## src/rtl/bank_rowbuf_pkg.sv

```systemverilog
package bank_rowbuf_pkg;
    typedef enum logic [2:0] {
        ST_IDLE,
        ST_PRE,
        ST_ACT,
        ST_COL,
        ST_CLOSE
    } bank_st_t;

    typedef enum logic [1:0] {
        CMD_NOP = 2'd0,
        CMD_PRE = 2'd1,
        CMD_ACT = 2'd2,
        CMD_RD  = 2'd3
    } bank_cmd_t;
endpackage

```

## src/rtl/bank_step_timer.sv

```systemverilog
module bank_step_timer #(
    parameter int STEP_CYC = 5
) (
    input  logic clk,
    input  logic rst_n,
    input  logic run,
    output logic step_first,
    output logic step_last
);
    localparam int CW = (STEP_CYC > 1) ? $clog2(STEP_CYC) : 1;
    localparam logic [CW-1:0] LAST_V = CW'(STEP_CYC - 1);

    logic [CW-1:0] cnt;

    always_ff @(posedge clk) begin
        if (!rst_n)         cnt <= '0;
        else if (!run)      cnt <= '0;
        else if (step_last) cnt <= '0;
        else                cnt <= cnt + 1'b1;
    end

    assign step_first = (cnt == '0);
    assign step_last  = (cnt == LAST_V);

    a_r2_count_bounded: assert property (@(posedge clk) disable iff (!rst_n)
        cnt <= LAST_V);
endmodule

```

## src/rtl/bank_row_tracker.sv

```systemverilog
module bank_row_tracker
    import bank_rowbuf_pkg::*;
#(
    parameter int ROW_W = 8
) (
    input  logic             clk,
    input  logic             rst_n,
    input  logic             cmd_valid,
    input  logic [1:0]       cmd_kind,
    input  logic [ROW_W-1:0] cmd_row,
    output logic             open_q,
    output logic [ROW_W-1:0] row_q
);
    always_ff @(posedge clk) begin
        if (!rst_n) begin
            open_q <= 1'b0;
            row_q  <= '0;
        end else if (cmd_valid) begin
            if (cmd_kind == CMD_ACT) begin
                open_q <= 1'b1;
                row_q  <= cmd_row;
            end else if (cmd_kind == CMD_PRE) begin
                open_q <= 1'b0;
            end
        end
    end

    a_r2_act_on_empty: assert property (@(posedge clk) disable iff (!rst_n)
        (cmd_valid && cmd_kind == CMD_ACT) |-> !open_q);
    a_r4_pre_on_latched: assert property (@(posedge clk) disable iff (!rst_n)
        (cmd_valid && cmd_kind == CMD_PRE) |-> open_q);
    a_r3_read_matches_row: assert property (@(posedge clk) disable iff (!rst_n)
        (cmd_valid && cmd_kind == CMD_RD) |-> (open_q && row_q == cmd_row));
endmodule

```

## src/rtl/bank_rowbuf_ctrl.sv

```systemverilog
module bank_rowbuf_ctrl
    import bank_rowbuf_pkg::*;
#(
    parameter int ROW_W    = 8,
    parameter int COL_W    = 6,
    parameter int ID_W     = 4,
    parameter int STEP_CYC = 5
) (
    input  logic             clk,
    input  logic             rst_n,
    input  logic             policy_closed,
    input  logic             req_valid,
    output logic             req_ready,
    input  logic [ROW_W-1:0] req_row,
    input  logic [COL_W-1:0] req_col,
    input  logic [ID_W-1:0]  req_id,
    output logic             cmd_valid,
    output logic [1:0]       cmd_kind,
    output logic [ROW_W-1:0] cmd_row,
    output logic [COL_W-1:0] cmd_col,
    output logic             done_valid,
    output logic [ID_W-1:0]  done_id,
    output logic             busy,
    output logic             bank_open,
    output logic [ROW_W-1:0] bank_row
);
    bank_st_t         state, state_nx;
    logic [ROW_W-1:0] row_q;
    logic [COL_W-1:0] col_q;
    logic [ID_W-1:0]  id_q;
    logic             closed_q;
    logic             step_first, step_last;
    logic             accept;

    assign accept = req_valid && (state == ST_IDLE);

    bank_step_timer #(.STEP_CYC(STEP_CYC)) u_timer (
        .clk        (clk),
        .rst_n      (rst_n),
        .run        (state != ST_IDLE),
        .step_first (step_first),
        .step_last  (step_last)
    );

    bank_row_tracker #(.ROW_W(ROW_W)) u_rows (
        .clk       (clk),
        .rst_n     (rst_n),
        .cmd_valid (cmd_valid),
        .cmd_kind  (cmd_kind),
        .cmd_row   (cmd_row),
        .open_q    (bank_open),
        .row_q     (bank_row)
    );

    // State register and request latch
    always_ff @(posedge clk) begin
        if (!rst_n) begin
            state    <= ST_IDLE;
            row_q    <= '0;
            col_q    <= '0;
            id_q     <= '0;
            closed_q <= 1'b0;
        end else begin
            state <= state_nx;
            if (accept) begin
                row_q    <= req_row;
                col_q    <= req_col;
                id_q     <= req_id;
                closed_q <= policy_closed;
            end
        end
    end

    // Next-state decision
    always_comb begin
        state_nx = state;
        unique case (state)
            ST_IDLE: begin
                if (accept) begin
                    if (!bank_open)            state_nx = ST_ACT;
                    else if (req_row == bank_row) state_nx = ST_COL;
                    else                       state_nx = ST_PRE;
                end
            end
            ST_PRE:   if (step_last) state_nx = ST_ACT;
            ST_ACT:   if (step_last) state_nx = ST_COL;
            ST_COL:   if (step_last) state_nx = closed_q ? ST_CLOSE : ST_IDLE;
            ST_CLOSE: if (step_last) state_nx = ST_IDLE;
            default:  state_nx = ST_IDLE;
        endcase
    end

    // Outputs
    always_comb begin
        cmd_valid  = 1'b0;
        cmd_kind   = CMD_NOP;
        done_valid = 1'b0;
        unique case (state)
            ST_IDLE: ;
            ST_PRE, ST_CLOSE: begin
                cmd_valid = step_first;
                cmd_kind  = CMD_PRE;
            end
            ST_ACT: begin
                cmd_valid = step_first;
                cmd_kind  = CMD_ACT;
            end
            ST_COL: begin
                cmd_valid  = step_first;
                cmd_kind   = CMD_RD;
                done_valid = step_last;
            end
            default: ;
        endcase
    end

    assign cmd_row   = row_q;
    assign cmd_col   = col_q;
    assign done_id   = id_q;
    assign busy      = (state != ST_IDLE);
    assign req_ready = (state == ST_IDLE);

    a_r8_done_single: assert property (@(posedge clk) disable iff (!rst_n)
        done_valid |=> !done_valid);
    a_r5_close_follows: assert property (@(posedge clk) disable iff (!rst_n)
        (done_valid && closed_q) |=> (cmd_valid && cmd_kind == CMD_PRE));
    a_r6_quiet_when_idle: assert property (@(posedge clk) disable iff (!rst_n)
        !busy |-> (!cmd_valid && !done_valid));
    a_r7_policy_held: assert property (@(posedge clk) disable iff (!rst_n)
        (busy && $past(busy)) |-> $stable(closed_q));
endmodule

```

## config.mk

```make
export PLATFORM = sky130hd
export DESIGN_NAME = bank_rowbuf_ctrl
export DESIGN_NICKNAME = d
export VERILOG_FILES = /design/src/rtl/bank_rowbuf_pkg.sv /design/src/rtl/bank_step_timer.sv /design/src/rtl/bank_row_tracker.sv /design/src/rtl/bank_rowbuf_ctrl.sv
export SDC_FILE = /design/constraint.sdc
export NUM_CORES = 1
export LEC_CHECK = 0
export ABC_AREA = 0
export BUFFER_PORTS_ARGS = -buffer_cell sky130_fd_sc_hd__buf_4
export CAP_MARGIN = 20
export CORE_ASPECT_RATIO = 0.75
export CORE_MARGIN = 2
export CORE_UTILIZATION = 30
export DETAILED_ROUTE_END_ITERATION = 8
export PLACE_DENSITY = 0.6
export SYNTH_ARGS = -nofsm -noshare
export SYNTH_HDL_FRONTEND = slang
export SYNTH_SLANG_ARGS = --single-unit
```

## constraint.sdc

```tcl
create_clock -name clk -period 1.66 [get_ports clk]
set_input_delay 0.332 -clock clk [delete_from_list [all_inputs] [get_ports clk]]
set_output_delay 0.332 -clock clk [all_outputs]
set_load 0.01 [all_outputs]
```

==> flow_summary.yaml <==
final_layout:
  diodes: 0
  post-route-util_pct: 44.7
  drive_gt1_share_pct: 38.9
  syn_to_final_growth_pct: 42.5
  finish.net_count: 264
  fillers: 499
global_route:
  use_met2_pct: 19.6
  grt_pass1_vias: 1265
  grtUsageTotal_pct: 13.9
  use_met1_pct: 19.3
  use_met3_pct: 5.74
  grt_overflow_total: 0
  grt.busiest_layer: "met2"
  grt_max_degree: 42
  antenna_found_initial: 0
  grt_pass1_wl_microns: 6120
die:
  die_x_microns: 86.8
  start_util_pct: 31.3
  row_count: 22
  fp.dieArea_sq_mm: 0.00574
  fp.dieH_microns: 66.1
  core_sq_mm: 0.00493
  pin_count: 55
timing:
  tightestPinTransition_ns: 0.380
  setup_violations: 0
  timing.fmax_ghz: 0.603
  hold_viol_final: 0
  min_period_ns: 1.66
  skew_ns: 0.00503
  relSlewSlack_pct: 74.6
  drv_slew: 0
  period_share_pct: 99.9
  grt_setup_unrepaired: "true"
  fin_ws_ns: 0.00181
  final.setup.tns_ns: 0
placement:
  portBuffers: 54
  dpl_worst_slack_ns: 0.0596
  hpwlAfterDp_microns: 2610
  place_congestion: 0.726
setup_path:
  cp-start-kind: "flip-flop"
  critPathSlowestCell: "or3_4"
  worstSetupPathDepth: 3
  r2r_end: "cmd_row[0]"
  critical_path_peak_fanout: 5
  criticalPathCategory: "flip-flop to output port"
  critical_path_buf_inv_count: 1
  crit_required_ns: 1.33
  critPathLaunch: "state[0]"
  r2r_cells: 6
  cpPeakStageDelay_ns: 0.41
  reg2reg_from: "state[0]"
  crit_family: "simple AND/OR/NAND/NOR gates"
  worstSetupEndpointType: "output port"
  cp.arrival_ns: 1.33
  reg2reg_slack_ns: 0.11
  path_cells: "or3_4 -> and3_4 -> buf_6"
yosys:
  syn_avg_cell_area_sq_um: 8.58
  synthCells: 180
  synth_seq_cells: 34
  synth-edff-count: 0
  synth_seq_area_share_pct: 44.1
  synth_xor_area_share_pct: 5.11
  synth_ff_type: "dfxtp_1"
  ys_types: 32
  yosys_warnings: 0
  synthArstFlopShare_pct: 0
  synth-compound-area-share_pct: 17.2
  synthAdderAreaFrac_pct: 2.43
  synth_top_family_by_area: "simple AND/OR/NAND/NOR gates"
  syn_area_sq_mm: 0.00154
  synth-simple-area-share_pct: 24.6
  syn_nets: 205
  synth_mux_area_share_pct: 0
hold_path:
  hold_end: "cmd_col[4]"
  holdPathStages: 3
  hold_path.startpoint: "req_col[4]"
  hold_path.class: "input port to flip-flop"
pwr:
  p_clk_share_pct: 39.3
  switching_share_pct: 23.7
  p_sw_w: 0.000465
  peakVddDrop_mv: 0.332
  seqPwrFrac_pct: 44.8
  internal_power_w: 0.00150
  pwr_density_cell_mw_per_mm2: 891
  p_comb_share_pct: 15.9
  power.total_w: 0.00196
  power.leakage_nw: 0.933
detailed_routing:
  drt-total-wl_microns: 3790
  post-route-drc-count: 0
  num_vias: 1398
  wl_per_cell_microns: 12.7
  first_iter_violations: 68
  drtAntennaViolNets: 0
  via_per_inst: 4.68
  first_pass_iters: 4
cts:
  numClockSinks: 34
  cts_made_buffers: 5
  insertion_delay_ns: 0.28
  cts_tree: "built"
  clockBufferDepth: 2
  hold_buffers: 0
  cts-root-buf: "clkbuf_8"
  clk_pin_slew_ns: 0.07
  htree_levels: 2
outcome:
  status: "finished, final reports clean"
flow_run:
  max_cap_violations: 0
==> cells by family (layout without fill, tap and decap cells) <==
| family | count (synthesis) | count (layout) |
|---|---|---|
| simple gates | 84 | 84 |
| compound gates | 35 | 35 |
| flops | 34 | 34 |
| buf+inv | 15 | 74 |
| xor+xnor | 9 | 9 |
| fa+ha+maj | 3 | 3 |
==> cell usage in the layout, fill, tap and decap left out, drive strengths merged, types with 2 or more instances in the layout <==
master | synthesis | layout
o21ai | 10 | 10
a21oi | 4 | 4
buf | 5 | 62
nor2b | 3 | 3
nor4 | 2 | 2
clkbuf | 5 | 6
nand3 | 11 | 11
nand2 | 53 | 53
ha | 3 | 3
xor2 | 8 | 8
inv | 5 | 4
dfxtp | 34 | 34
a21boi | 19 | 19
nor2 | 6 | 6
==> worst reg2reg max path, delay by kind of cell (launching register included) <==
kind            cells  cell delay [ns]
simple gates        3             0.78
flops               1             0.36
buf+inv             2             0.19
compound gates      1             0.16
==> area by class of cell <==
type | count | area [sq um] | area share, %
Clock buffer | 6 | 82.6 | 3.75
Clock inverter | 1 | 30.0 | 1.36
Inverter | 5 | 31.3 | 1.42
Multi-Input combinational cell | 131 | 792 | 36.0
Sequential cell | 34 | 688 | 31.3
Tap cell | 60 | 75.1 | 3.41
Timing Repair Buffer | 62 | 502 | 22.8
==> cell usage after synthesis (2+ instances only) <==
| library cell | count | area [sq um] |
|---|---|---|
| nand3_1 | 11 | 55.1 |
| a21oi_1 | 4 | 20.0 |
| nand2_1 | 52 | 195 |
| a21boi_0 | 9 | 67.6 |
| xor2_1 | 8 | 70.1 |
| nor2b_1 | 3 | 18.8 |
| inv_1 | 4 | 15.0 |
| buf_6 | 2 | 22.5 |
| a21boi_2 | 10 | 113 |
| dfxtp_1 | 34 | 681 |
| clkbuf_1 | 5 | 18.8 |
| nor2_1 | 6 | 22.5 |
| o21ai_0 | 10 | 50.1 |
| ha_1 | 3 | 37.5 |
| nor4_1 | 2 | 12.5 |
==> how the worst max path moves through the flow <==
| stage | endpoint | slack, ns |
|---|---|---|
| final | cmd_valid | 0.002 |
| after global routing | req_ready | -0.04 |
| after CTS | cmd_valid | -0.004 |
| after detailed placement | cmd_row[0] | 0.06 |
| after global placement | u_rows.open_q | 0.08 |
| after floorplan | u_rows.row_q[5] | 0.09 |
==> state kept, by name, indices dropped and copies added (netlist names) <==
register,count
state,3
u_rows.row_q,8
done_id,4
u_rows.open_q,1
closed_q,1
cmd_col,6
u_timer.cnt,3
cmd_row,8
==> what timing repair did <==
action | in CTS | in global routing
resized for setup | 9 | 15
endpoints found under the setup margin | 4 | 16
hold endpoints to repair | 0 | 0
pin swaps | 1 | 2
setup buffers | 5 | 1
cloned | 0 | 0
==> per-stage QoR <==
stage	cell area (sq um)	cells	hold slack (ns)
2_1_floorplan	1540	180	0.417
3_3_place_gp	1970	286	0.434
3_5_place_dp	1970	286	0.440
4_1_cts	2160	298	0.294
5_1_grt	2200	299	0.294
6_report	2200	299	0.301
==> metal layers <==
metal  routed length, microns  vias to the layer above  part of all wire (%)
met5                        0                        -                     0
met4                       39                        0                   1.0
met3                      273                        5                   7.2
met2                     1600                       31                    42
met1                     1880                      651                    49
li1                         -                      711                     -
==> power groups by stage <==
| stage | logic, W | clock network, W | registers (W) |
|---|---|---|---|
| 3_3_place_gp | 0.000277 | 0 | 0.000896 |
| 4_1_cts | 0.000302 | 0.000793 | 0.000876 |
| 5_1_grt | 0.000345 | 0.000829 | 0.000883 |
| 3_5_place_dp | 0.000279 | 0 | 0.000896 |
| 6_report | 0.000312 | 0.000771 | 0.000878 |
| 2_1_floorplan | 0.000147 | 0 | 0.000906 |
Note: power is estimated with default switching activity, not from simulation.
